--- config.mk ---
export PLATFORM = sky130hd
export DESIGN_NAME = adc_serial_shifter
export DESIGN_NICKNAME = d
export VERILOG_FILES = /design/src/rtl/adc_ser_pkg.sv /design/src/rtl/ser_fall_det.sv /design/src/rtl/ser_edge_counter.sv /design/src/rtl/ser_word_hold.sv /design/src/rtl/ser_bit_select.sv /design/src/rtl/adc_serial_shifter.sv
export SDC_FILE = /design/constraint.sdc
export NUM_CORES = 1
export LEC_CHECK = 0
export BUFFER_PORTS_ARGS = -buffer_cell sky130_fd_sc_hd__buf_2
export CORE_ASPECT_RATIO = 0.75
export CORE_UTILIZATION = 30
export DETAILED_ROUTE_END_ITERATION = 7
export GPL_ROUTABILITY_DRIVEN = 0
export SETUP_SLACK_MARGIN = 0.2
export SLEW_MARGIN = 15
export SYNTH_ARGS = -nofsm -noshare
export SYNTH_HDL_FRONTEND = slang
export SYNTH_SLANG_ARGS = --single-unit
--- constraint.sdc ---
create_clock -name clk -period 2.7 [get_ports clk]
set_clock_uncertainty 0.2 [all_clocks]
set_input_delay 0.405 -clock clk [delete_from_list [all_inputs] [get_ports clk]]
set_output_delay 0.405 -clock clk [all_outputs]
set_load 0.005 [all_outputs]
--- src/rtl/adc_ser_pkg.sv ---
package adc_ser_pkg;

    localparam int RES_W_DEF     = 12;
    localparam int ACQ_EDGES_DEF = 2;

    typedef enum logic [2:0] {
        PH_IDLE,
        PH_NULL,
        PH_MSB,
        PH_REPLAY,
        PH_ZERO
    } phase_t;

    typedef struct packed {
        logic oe;
        logic val;
    } pin_t;

    // Edge count at which the tail zeros begin and the counter stops.
    function automatic int sat_count(input int acq, input int w);
        return acq + 2 * w + 1;
    endfunction

endpackage

--- src/rtl/ser_fall_det.sv ---
module ser_fall_det (
    input  logic clk,
    input  logic rst,
    input  logic dclk,
    output logic fall
);
    logic dclk_q;

    always_ff @(posedge clk) begin
        if (rst) dclk_q <= 1'b1;
        else     dclk_q <= dclk;
    end

    assign fall = dclk_q & ~dclk;
endmodule

--- src/rtl/ser_edge_counter.sv ---
module ser_edge_counter #(
    parameter int ACQ = 2,
    parameter int SAT = 27,
    parameter int CW  = 5
) (
    input  logic          clk,
    input  logic          rst,
    input  logic          cs_n,
    input  logic          fall,
    output logic [CW-1:0] cnt,
    output logic          capture
);
    localparam logic [CW-1:0] SAT_V = CW'(SAT);
    localparam logic [CW-1:0] CAP_V = CW'(ACQ - 1);

    always_ff @(posedge clk) begin
        if (rst || cs_n)                 cnt <= '0;
        else if (fall && (cnt != SAT_V)) cnt <= cnt + 1'b1;
    end

    assign capture = !cs_n && fall && (cnt == CAP_V);
endmodule

--- src/rtl/ser_word_hold.sv ---
module ser_word_hold #(
    parameter int W = 12
) (
    input  logic         clk,
    input  logic         rst,
    input  logic         load,
    input  logic         mode_in,
    input  logic [W-1:0] word_in,
    output logic         retx,
    output logic [W-1:0] word
);
    always_ff @(posedge clk) begin
        if (rst) begin
            word <= '0;
            retx <= 1'b0;
        end else if (load) begin
            word <= word_in;
            retx <= mode_in;
        end
    end
endmodule

--- src/rtl/ser_bit_select.sv ---
module ser_bit_select
    import adc_ser_pkg::*;
#(
    parameter int W   = 12,
    parameter int ACQ = 2,
    parameter int CW  = 5
) (
    input  logic          cs_n,
    input  logic [CW-1:0] cnt,
    input  logic          retx,
    input  logic [W-1:0]  word,
    output pin_t          pin
);
    localparam int IW = (W > 1) ? $clog2(W) : 1;
    localparam logic [CW-1:0] NULL_V  = CW'(ACQ + 1);
    localparam logic [CW-1:0] MSB0_V  = CW'(ACQ + 2);
    localparam logic [CW-1:0] MSBN_V  = CW'(ACQ + 1 + W);
    localparam logic [CW-1:0] REP0_V  = CW'(ACQ + 2 + W);
    localparam logic [CW-1:0] REPN_V  = CW'(ACQ + 2 * W);

    phase_t          phase;
    logic [CW-1:0]   off_msb;
    logic [CW-1:0]   off_rep;
    logic [IW-1:0]   idx_msb;
    logic [IW-1:0]   idx_rep;

    always_comb begin
        if (cs_n || cnt < NULL_V) phase = PH_IDLE;
        else if (cnt == NULL_V)   phase = PH_NULL;
        else if (cnt <= MSBN_V)   phase = PH_MSB;
        else if (cnt <= REPN_V)   phase = PH_REPLAY;
        else                      phase = PH_ZERO;
    end

    assign off_msb = cnt - MSB0_V;
    assign off_rep = cnt - REP0_V;
    assign idx_msb = IW'(W - 1) - IW'(off_msb);
    assign idx_rep = IW'(off_rep) + IW'(1);

    always_comb begin
        pin = '{oe: 1'b1, val: 1'b0};
        unique case (phase)
            PH_IDLE:   pin = '{oe: 1'b0, val: 1'b0};
            PH_NULL:   pin.val = 1'b0;
            PH_MSB:    pin.val = word[idx_msb];
            PH_REPLAY: pin.val = retx & word[idx_rep];
            PH_ZERO:   pin.val = 1'b0;
            default:   pin = '{oe: 1'b0, val: 1'b0};
        endcase
    end
endmodule

--- src/rtl/adc_serial_shifter.sv ---
module adc_serial_shifter
    import adc_ser_pkg::*;
#(
    parameter int RES_W     = RES_W_DEF,
    parameter int ACQ_EDGES = ACQ_EDGES_DEF
) (
    input  logic             clk,
    input  logic             rst,
    input  logic             cs_n,
    input  logic             dclk,
    input  logic             mode,
    input  logic [RES_W-1:0] result,
    output logic             dout,
    output logic             dout_oe
);
    localparam int SAT = sat_count(ACQ_EDGES, RES_W);
    localparam int CW  = $clog2(SAT + 1);

    logic             fall;
    logic [CW-1:0]    cnt;
    logic             capture;
    logic             retx;
    logic [RES_W-1:0] word;
    pin_t             pin;

    ser_fall_det u_fall (
        .clk  (clk),
        .rst  (rst),
        .dclk (dclk),
        .fall (fall)
    );

    ser_edge_counter #(.ACQ(ACQ_EDGES), .SAT(SAT), .CW(CW)) u_cnt (
        .clk     (clk),
        .rst     (rst),
        .cs_n    (cs_n),
        .fall    (fall),
        .cnt     (cnt),
        .capture (capture)
    );

    ser_word_hold #(.W(RES_W)) u_hold (
        .clk     (clk),
        .rst     (rst),
        .load    (capture),
        .mode_in (mode),
        .word_in (result),
        .retx    (retx),
        .word    (word)
    );

    ser_bit_select #(.W(RES_W), .ACQ(ACQ_EDGES), .CW(CW)) u_sel (
        .cs_n (cs_n | rst),
        .cnt  (cnt),
        .retx (retx),
        .word (word),
        .pin  (pin)
    );

    assign dout    = pin.val;
    assign dout_oe = pin.oe;
endmodule

==> flow_metrics.env <==
export IMPL_status="completed"
export IMPL_area_delta_synth_final_pct=23.59
export IMPL_final_nets=161
export IMPL_setup_tns_ns=0
export IMPL_track_usage=0.1514
export IMPL_clkSinkCount=19
export IMPL_async_flop_share=0
export IMPL_synth_main_ff_cell="dfxtp_1"
export IMPL_dieArea_sq_um=4018
export IMPL_syn_num_nets=141
export IMPL_finalWorstPathRequiredPeriod_ns=2.683
export IMPL_clk_pin_slew_ns=0.07
export IMPL_n_antenna_cell=0
export IMPL_cp_end_kind="output port"
export IMPL_core_sq_um=3446
export IMPL_min_period_over_period=0.9938
export IMPL_met3_usage=0.04710
export IMPL_worst_slew_pin_slew_ns=0.4961
export IMPL_ir_drop_uv=268.3
export IMPL_cts_made_buffers=3
export IMPL_layout_common_cells="nor2_1 (19), mux2i_1 (18), buf_2 (18)"
export IMPL_power_leakage_nw=0.6079
export IMPL_final_common_cell="nor2_1"
export IMPL_critPathRequiredTime_ns=2.10
export IMPL_setup_ws_ns=0.01681
export IMPL_yosysSeqAreaShare=0.3367
export IMPL_drt_pass1_iter_count=5
export IMPL_dp_slack_ns=0.1454
export IMPL_initial_core_util=0.3279
export IMPL_die_h_microns=55.15
export IMPL_netlist_area_sq_um=1130
export IMPL_cts_tree="done"
export IMPL_drc_errors=0
export IMPL_critPathArrivalTime_ns=2.08
export IMPL_grt_overflow=0
export IMPL_htreeDepth=1
export IMPL_drtIter0Drc=45
export IMPL_numPortBuffers=18
export IMPL_wire_per_inst_microns=13.84
export IMPL_grt_max_degree=16
export IMPL_synth_edf_count=0
export IMPL_start_kind="register"
export IMPL_antenna_found_initial=0
export IMPL_worstSetupPathType="register to output port"
export IMPL_grt_pass1_wl_microns=4443
export IMPL_synth_seq_cells=19
export IMPL_dp_hpwl_microns=1912
export IMPL_clockBufferDepth=2
export IMPL_rows=18
export IMPL_totalWireLength_microns=2615
export IMPL_clock_latency_ns=0.26
export IMPL_vias=929
export IMPL_critPathMaxFanout=7
export IMPL_use_met2=0.2757
export IMPL_powerDensity_nw_per_um2=395.2
export IMPL_rsz0062_at_grt="true"
export IMPL_hp_class="input pin to register"
export IMPL_drv_slew=0
export IMPL_syn_inst=120
export IMPL_io_pins=19
export IMPL_post_synth_cell_area_avg_sq_um=9.415
export IMPL_busiest_layer="met2"
export IMPL_slew_headroom=0.6686
export IMPL_cap_viol_max_count=0
export IMPL_yosysUniqueCellTypes=32
export IMPL_finalHoldViolations=0
export IMPL_ant_nets=0
export IMPL_die_w_microns=72.86
export IMPL_total_power_mw=0.5518
export IMPL_setup_viol=0
export IMPL_grt_pass1_vias=972
export IMPL_drive_gt1_frac=0.3453
export IMPL_root_buffer="clkbuf_8"
export IMPL_avgViaCountPerCell=4.915
export IMPL_met1_usage=0.1800
export IMPL_ys_warn_count=0
export IMPL_fmax_mhz=372.7
[repair_timing]
| action | CTS | global route |
|---|---|---|
| setup endpoints to repair | 1 | 1 |
| resized for setup | 12 | 1 |
| pin swaps | 1 | 0 |
| setup buffers | 2 | 0 |
| hold buffers | 0 | 0 |
[through the flow]
step | std cells | area (sq um) | hold slack (ns) | utilization
finish | 189 | 1396 | 0.1454 | 0.4052
global route | 189 | 1396 | 0.1323 | 0.4052
CTS | 189 | 1391 | 0.1388 | 0.4038
detailed placement | 183 | 1269 | 0.3131 | 0.3682
global placement | 183 | 1269 | 0.2969 | 0.3682
floorplan | 120 | 1141 | 0.2751 | -
[where the power goes]
group	switching (mW)	leakage, nW	internal [mW]	total, mW
Sequential	0.00391	0.155	0.284	0.288
Clock	0.101	0.0217	0.104	0.206
Combinational	0.0285	0.431	0.0293	0.0579
Total	0.134	0.608	0.418	0.552
[registers in the layout, summed over array words and instances (netlist names)]
signal	count
u_cnt.cnt	5
u_hold.word	12
u_hold.retx	1
u_fall.dclk_q	1
[Yosys cell counts, drive strengths merged (2+ instances only)]
library cell  count  share of area
buf               5          0.030
o22ai             2          0.011
inv               3          0.010
ha                4          0.044
dfxtp            19           0.34
nand4b            3          0.023
nand2             6          0.020
nand3             2         0.0089
xor2              2          0.016
clkbuf            5          0.017
nand2b            4          0.022
xnor2             3          0.023
a311oi            2          0.016
and3              2          0.011
mux2i            18           0.16
nor2b             2          0.011
or2               2          0.011
nor3b             2          0.018
a21oi             3          0.013
nor2             19          0.063
mux4              4          0.080
[cell type report]
cell class / instances / area, sq um
clock buffer: 3 / 41.29
sequential: 19 / 384.1
timing repair buffer: 25 / 150.1
clock inverter: 1 / 7.507
multi-input combinational: 88 / 739.5
fill: 335 / 2049
tap: 50 / 62.56
inverter: 3 / 11.26
[worst paths after layout]
check / startpoint / to / slack (ns) / cells after the start
worst min register to register: u_hold.word[10] / u_hold.word[10] / 0.33 / 2
worst min-delay path: dclk / u_fall.dclk_q / 0.15 / 2
worst max-delay path: u_cnt.cnt[0] / dout / 0.02 / 9
worst max register to register: u_cnt.cnt[1] / u_hold.word[7] / 0.93 / 7
[cells by family after synthesis]
family | synth area share
muxes | 0.2492
xor gates and xnor gates | 0.03877
AOI/OAI and AO/OA | 0.06534
and+or+nand+nor | 0.2093
buffers and inverters | 0.05648
adders and majority gates | 0.04430
DFF | 0.3367
[routing by layer]
metal | part of all wire | up-vias
li1 | - | 460
met1 | 0.49 | 438
met2 | 0.45 | 29
met3 | 0.050 | 2
met4 | 0.0038 | 0
met5 | 0 | -
[worst max-delay path, cell delays in order, from the launching register on]
cell	delay (ns)
dfxtp_2	0.33
buf_6	0.12
ha_4	0.16
buf_6	0.13
and3_1	0.17
ha_1	0.19
o21bai_4	0.18
and3_4	0.15
nor4_2	0.23
buf_2	0.15
No activity file was read; power rests on OpenSTA's default activity.
